### config.mk
export PLATFORM = sky130hd
export DESIGN_NAME = evt_irq_ctrl
export DESIGN_NICKNAME = d
export VERILOG_FILES = /design/src/rtl/evtirq_pkg.sv /design/src/rtl/evt_sticky.sv /design/src/rtl/evt_mask.sv /design/src/rtl/irq_group.sv /design/src/rtl/evt_irq_ctrl.sv
export SDC_FILE = /design/constraint.sdc
export NUM_CORES = 1
export LEC_CHECK = 0
export BUFFER_PORTS_ARGS = -buffer_cell sky130_fd_sc_hd__buf_2
export CORE_ASPECT_RATIO = 0.75
export CORE_MARGIN = 2
export CORE_UTILIZATION = 54
export DETAILED_ROUTE_END_ITERATION = 10
export PLACE_DENSITY = 0.83
export SYNTH_ARGS = -nofsm -noshare
export SYNTH_HDL_FRONTEND = slang
export SYNTH_SLANG_ARGS = --single-unit
### constraint.sdc
create_clock -name clk -period 1.58 [get_ports clk]
set_input_delay 0.316 -clock clk [delete_from_list [all_inputs] [get_ports clk]]
set_output_delay 0.316 -clock clk [all_outputs]
set_load 0.05 [all_outputs]
### src/rtl/evtirq_pkg.sv
package evtirq_pkg;
  localparam int REG_W    = 32;
  localparam int MASK_OFS = 16;

  // interrupt source groups, as event-bit selects
  localparam logic [REG_W-1:0] ERR_EVT_SEL  = (32'd1 << 13) | (32'd1 << 9) | (32'd1 << 8);
  localparam logic [REG_W-1:0] NORM_EVT_SEL = (32'd1 << 14);

  // enables start with every interrupt source on
  localparam logic [REG_W-1:0] MASK_RST_VAL = (ERR_EVT_SEL | NORM_EVT_SEL) << MASK_OFS;

  typedef enum logic {
    SEL_EVENT = 1'b0,
    SEL_MASK  = 1'b1
  } reg_sel_e;
endpackage

### src/rtl/evt_sticky.sv
module evt_sticky #(
  parameter int W = 32
) (
  input  logic         clk,
  input  logic         rst_n,
  input  logic [W-1:0] set_vec,
  input  logic [W-1:0] clr_vec,
  output logic [W-1:0] evt_q
);
  // set beats clear on the same bit
  always_ff @(posedge clk or negedge rst_n) begin
    if (!rst_n) evt_q <= '0;
    else        evt_q <= (evt_q & ~clr_vec) | set_vec;
  end

  // bits not cleared stay set
  a_r2_sticky: assert property (@(posedge clk) disable iff (!rst_n)
    ((evt_q & ~clr_vec) != '0) |=>
      ((evt_q & $past(evt_q & ~clr_vec)) == $past(evt_q & ~clr_vec)));

  // pulse wins over clear
  a_r4_set_wins: assert property (@(posedge clk) disable iff (!rst_n)
    (set_vec != '0) |=> ((evt_q & $past(set_vec)) == $past(set_vec)));

  // cleared bits without a pulse drop
  a_r3_clear: assert property (@(posedge clk) disable iff (!rst_n)
    ((clr_vec & ~set_vec) != '0) |=> ((evt_q & $past(clr_vec & ~set_vec)) == '0));
endmodule

### src/rtl/evt_mask.sv
module evt_mask #(
  parameter int           W       = 32,
  parameter logic [W-1:0] RST_VAL = '0
) (
  input  logic         clk,
  input  logic         rst_n,
  input  logic         wr,
  input  logic [W-1:0] wdata,
  output logic [W-1:0] mask_q
);
  always_ff @(posedge clk or negedge rst_n) begin
    if (!rst_n)  mask_q <= RST_VAL;
    else if (wr) mask_q <= wdata;
  end

  // enables change only on their own write
  a_r5_mask_hold: assert property (@(posedge clk) disable iff (!rst_n)
    !wr |=> $stable(mask_q));

  // a write loads the full word
  a_r5_mask_load: assert property (@(posedge clk) disable iff (!rst_n)
    wr |=> (mask_q == $past(wdata)));
endmodule

### src/rtl/irq_group.sv
module irq_group #(
  parameter int               LOW_W = 16,
  parameter logic [LOW_W-1:0] SEL   = '0
) (
  input  logic             clk,
  input  logic             rst_n,
  input  logic [LOW_W-1:0] evt_low,
  input  logic [LOW_W-1:0] en_high,
  output logic             irq_q
);
  logic [LOW_W-1:0] hits;

  genvar i;
  generate
    for (i = 0; i < LOW_W; i++) begin : g_src
      if (SEL[i]) begin : g_used
        assign hits[i] = evt_low[i] & en_high[i];
      end else begin : g_unused
        assign hits[i] = 1'b0;
      end
    end
  endgenerate

  always_ff @(posedge clk or negedge rst_n) begin
    if (!rst_n) irq_q <= 1'b0;
    else        irq_q <= |hits;
  end

  // line follows enabled sources one cycle later
  a_r6_r7_fire: assert property (@(posedge clk) disable iff (!rst_n)
    (hits != '0) |=> irq_q);
  a_r6_r7_quiet: assert property (@(posedge clk) disable iff (!rst_n)
    (hits == '0) |=> !irq_q);
  // unselected positions never contribute
  a_r8_unsel: assert property (@(posedge clk) disable iff (!rst_n)
    ((evt_low & en_high & SEL) == '0) |=> !irq_q);
endmodule

### src/rtl/evt_irq_ctrl.sv
module evt_irq_ctrl
  import evtirq_pkg::*;
#(
  parameter int               W        = REG_W,
  parameter int               OFS      = MASK_OFS,
  parameter logic [W-1:0]     ERR_SEL  = ERR_EVT_SEL,
  parameter logic [W-1:0]     NORM_SEL = NORM_EVT_SEL,
  parameter logic [W-1:0]     MASK_RST = MASK_RST_VAL
) (
  input  logic         clk,
  input  logic         rst_n,
  input  logic         reg_sel,
  input  logic         reg_wr,
  input  logic [31:0]  reg_wdata,
  output logic [31:0]  reg_rdata,
  input  logic [31:0]  evt_pulse,
  output logic         irq_err,
  output logic         irq_norm
);
  localparam int LOW_W = W - OFS;

  logic [W-1:0] evt_q;
  logic [W-1:0] mask_q;
  logic [W-1:0] clr_vec;
  logic         wr_evt;
  logic         wr_mask;

  assign wr_evt  = reg_wr && (reg_sel_e'(reg_sel) == SEL_EVENT);
  assign wr_mask = reg_wr && (reg_sel_e'(reg_sel) == SEL_MASK);
  assign clr_vec = wr_evt ? reg_wdata : '0;

  evt_sticky #(.W(W)) u_evt (
    .clk     (clk),
    .rst_n   (rst_n),
    .set_vec (evt_pulse),
    .clr_vec (clr_vec),
    .evt_q   (evt_q)
  );

  evt_mask #(.W(W), .RST_VAL(MASK_RST)) u_mask (
    .clk    (clk),
    .rst_n  (rst_n),
    .wr     (wr_mask),
    .wdata  (reg_wdata),
    .mask_q (mask_q)
  );

  irq_group #(.LOW_W(LOW_W), .SEL(ERR_SEL[LOW_W-1:0])) u_err (
    .clk     (clk),
    .rst_n   (rst_n),
    .evt_low (evt_q[LOW_W-1:0]),
    .en_high (mask_q[W-1:OFS]),
    .irq_q   (irq_err)
  );

  irq_group #(.LOW_W(LOW_W), .SEL(NORM_SEL[LOW_W-1:0])) u_norm (
    .clk     (clk),
    .rst_n   (rst_n),
    .evt_low (evt_q[LOW_W-1:0]),
    .en_high (mask_q[W-1:OFS]),
    .irq_q   (irq_norm)
  );

  assign reg_rdata = (reg_sel_e'(reg_sel) == SEL_MASK) ? mask_q : evt_q;

  // writing the event register leaves enables alone
  a_r5_evt_wr_mask_stable: assert property (@(posedge clk) disable iff (!rst_n)
    wr_evt |=> $stable(mask_q));
  // writing enables without pulses leaves events alone
  a_r5_mask_wr_evt_stable: assert property (@(posedge clk) disable iff (!rst_n)
    (wr_mask && evt_pulse == '0) |=> $stable(evt_q));
endmodule

==> results <==
- The flow ran to the end, and the final reports show no timing, DRC or antenna violations.
- The period utilization is 97.73%.
- The kind of start point of the critical path is a flip-flop.
- The count of flip-flops with a built-in enable after synthesis is 0.
- The end-of-flow core utilization is 72.62%.
- In this run, the number of DRC markers left after iteration 0 of detailed routing was 46.
- In the synthesized netlist, the cells that appear most often are sky130_fd_sc_hd__dfrtp_1 (62), sky130_fd_sc_hd__mux2_2 (34), sky130_fd_sc_hd__inv_1 (33).
- Relative to the synthesized area, the layout overhead comes to 27.95%.
- The reg-to-reg critical path startpoint is u_evt.evt_q[13].
- In the final layout, the share of cells above drive strength 1 is 54.29%.
- The placement row count is 23.
- The cell at the root of the clock tree is sky130_fd_sc_hd__clkbuf_8.
- For the worst setup path, the data required time is 1.26 ns.
- Clock-pin slew was measured on the worst setup and hold paths at 0.07 ns.
- The leakage component of the power is 1.905 nW.
- The post-synthesis async set-or-reset flop share is 100.0%.
- The most instantiated library cell after synthesis is sky130_fd_sc_hd__dfrtp_1.
- In the routed layout, each cell is associated on average with a via count of 4.933.
- After technology mapping, the gate count stands at 242.
- Counting the buffers created by CTS gives 9.
- The die footprint is 0.006312 sq mm.
- The highest fanout seen on the critical path is 2.
- The die boundary width is 91.07 microns.
- The number of pins with negative max-slew slack in the final report is 0.
- The part of the power in registers is 45.4%.
- The relative contribution of the clock network to total power is 27.8%.
- The net switching component of the power is 0.001391 W.
- The area of the core is 0.005410 sq mm.
- By startpoint and endpoint, the worst setup path is classified as flip-flop to output pin.
- The most used flip-flop cell after synthesis is sky130_fd_sc_hd__dfrtp_1.
- The number of nets in the synthesized netlist is 310.
- The share of total power in combinational logic is 26.8%.
- The number of hold-slack violations in the final timing report was 0.
- The number of nets with antenna violations after routing is 0.
- The insertion delay of the later-clocked pin in the worst-skew pair is 0.33 ns.
- The mapped netlist covers 0.003070 sq mm.
- The worst hold path begins at reg_wdata[0].
- The first global-routing pass estimated 10.83 mm of wire.
- Tracing the worst setup path back leads to its startpoint at u_evt.evt_q[6].
- The congestion estimate from routability-driven global placement came to 0.7809.
- The count of antenna diodes in the layout is 0.
- The iteration count of the initial detailed-routing pass is 4.
- The area share of the largest cell type after synthesis is 50.53%.
- The number of antenna violations at the first check in global routing came to 0.
- Entering global routing, the biggest net connects 38 pins.
- The number of global-route vias before repair is 2257.
- In this run the count of I/O pins placed on the die edge is 102.
- IR analysis of the VDD net gives a maximum drop of 0.6102 mV.
- The number of H-tree branching levels is 3.
- The count of maximum capacitance violations is 0.
- Counting along the longest clock path gives a buffer depth of 2.
- In the routed design, unresolved DRC markers number 0.
- The final net count is 424.
- Input and output buffers added on the ports amount to 101.
- The power per unit of standard cell area is 1110 mW/mm^2.
- After legalization and detailed placement, the total HPWL measured 4.557 mm.
- STA classifies the critical path endpoint as an output pin.
- TritonCTS built the clock tree.
- The average routed wire per standard cell is 14.46 microns.
- The flop and latch count out of synthesis is 66.
- The worst clock skew on the final layout is 0.004745 ns.
- Yosys attributes the largest share of cell area to sky130_fd_sc_hd__dfrtp_1 (51%), sky130_fd_sc_hd__mux2_4 (15%), sky130_fd_sc_hd__mux2_2 (12%).
- Across every metal layer, demand over resource in global routing totals 21.92%.
- The sequential-to-total area share from yosys stat is 53.95%.
- The maximum frequency from static timing analysis is 647.6 MHz.
- The total via count after detailed routing is 2151.
- In this run the tightest slew margin relative to its limit is 69.71%.
- The dominant cell type by area after synthesis is sky130_fd_sc_hd__dfrtp_1.
- In this run the worst hold path is classified as input port to flip-flop.
- Adding up every negative setup slack in the final design gives 0 ns.
- The final-report setup violation count is 0.
- The die boundary height is 69.31 microns.
- The time the final worst path needs with I/O delays and setup is 1.544 ns.
- Setup repair after global routing left no endpoint under its margin.
- Once the floorplan was initialized, standard cells occupied 56.75% of the core.
- The transition at the pin with the smallest max-transition slack is 0.4544 ns.
- The total routed wirelength is 6.305 mm.
- After synthesis, the mean cell area works out to 12.69 sq um.
- Yosys printed 0 warnings.
- The fraction of power spent switching nets is 31.91%.
- The number of library cell types mapped by synthesis is 14.
- The clock sink count is 66.
- The cell internal power dissipation is 0.002969 W.
- Data arrives at the worst endpoint at 1.23 ns.
- The overflow left after global routing is 0.
==> worst paths after layout <==
| path | to | slack (ns) | cells after the start |
|---|---|---|---|
| worst min register to register | u_mask.mask_q[31] | 0.51 | 1 |
| min in group asynchronous | u_evt.evt_q[15] | 0.57 | 3 |
| worst max-delay path | reg_rdata[6] | 0.04 | 2 |
| worst min-delay path | u_evt.evt_q[0] | 0.16 | 2 |
| worst max register to register | u_err.irq_q | 0.55 | 3 |
| max in group asynchronous | u_mask.mask_q[29] | 0.62 | 3 |
==> logic make-up after synthesis <==
group / count (synthesis) / synth area share [%]
and+or+nand+nor: 35 / 4.687
buffers and inverters: 44 / 7.375
AOI/OAI and AO/OA: 33 / 6.846
muxes: 64 / 27.14
DFF: 66 / 53.95
==> stage by stage <==
step                      instances  hold WS (ns)  total power [W]  setup slack (ns)  instance area [sq um]
after global routing            436        0.1487         0.004569         0.0007260                   3929
after detailed placement        417        0.3604         0.003143           0.05606                   3707
after global placement          417        0.3550         0.003124           0.07881                   3707
after floorplan                 242       0.02041         0.002821            0.1880                   3070
final                           436        0.1606         0.004360           0.03585                   3929
after CTS                       434        0.1437         0.004375           0.01239                   3894
==> sequential cells by signal, summed over array words and instances (netlist names) <==
register,cells
u_norm.irq_q,1
u_err.irq_q,1
u_evt.evt_q,32
u_mask.mask_q,32
==> critical path, cell delays in order, from the launching register on <==
cell                      delay, ns
sky130_fd_sc_hd__dfrtp_1       0.39
sky130_fd_sc_hd__mux2_2        0.28
sky130_fd_sc_hd__buf_2         0.21
==> area by class of cell <==
class | count | area (sq um)
sequential | 66 | 1657
clock inverter | 3 | 15.01
multi-input combinational | 132 | 1190
tap | 75 | 93.84
clock buffer | 13 | 148.9
inverter | 33 | 123.9
fill | 426 | 1481
timing repair buffer | 114 | 700.7
==> placed cells by master (no fill, tap or decap), drive strengths merged <==
master       instances
and2                 1
dfstp                4
buf                113
dfrtp               62
nor2b                1
clkinv               3
nand2                1
nor2                32
inv                 33
dlygate4sd3          1
clkbuf              13
a222oi               1
a31oi               32
mux2                64
==> power groups by stage <==
| stage | clock, W | sequential (W) | combinational (W) |
|---|---|---|---|
| 2_1_floorplan | 0 | 0.00200 | 0.000822 |
| 3_3_place_gp | 0 | 0.00200 | 0.00112 |
| 3_5_place_dp | 0 | 0.00200 | 0.00114 |
| 4_1_cts | 0.00124 | 0.00198 | 0.00116 |
| 5_1_grt | 0.00133 | 0.00200 | 0.00124 |
| 6_report | 0.00121 | 0.00198 | 0.00117 |
==> metal layers <==
layer | vias up | GRT usage [%] | wire (microns)
li1 | 1053 | - | -
met1 | 1024 | 29.57 | 2942
met2 | 72 | 33.50 | 2920
met3 | 2 | 8.261 | 415
met4 | 0 | 6.061 | 26
met5 | - | 0 | 0
==> timing repair <==
action,CTS,global route
setup endpoints to repair,5,7
hold buffers,1,0
endpoints found under the hold margin,28,0
buffers inserted,0,2
gates resized for setup,5,8
Note: power is estimated with default switching activity, not from simulation.
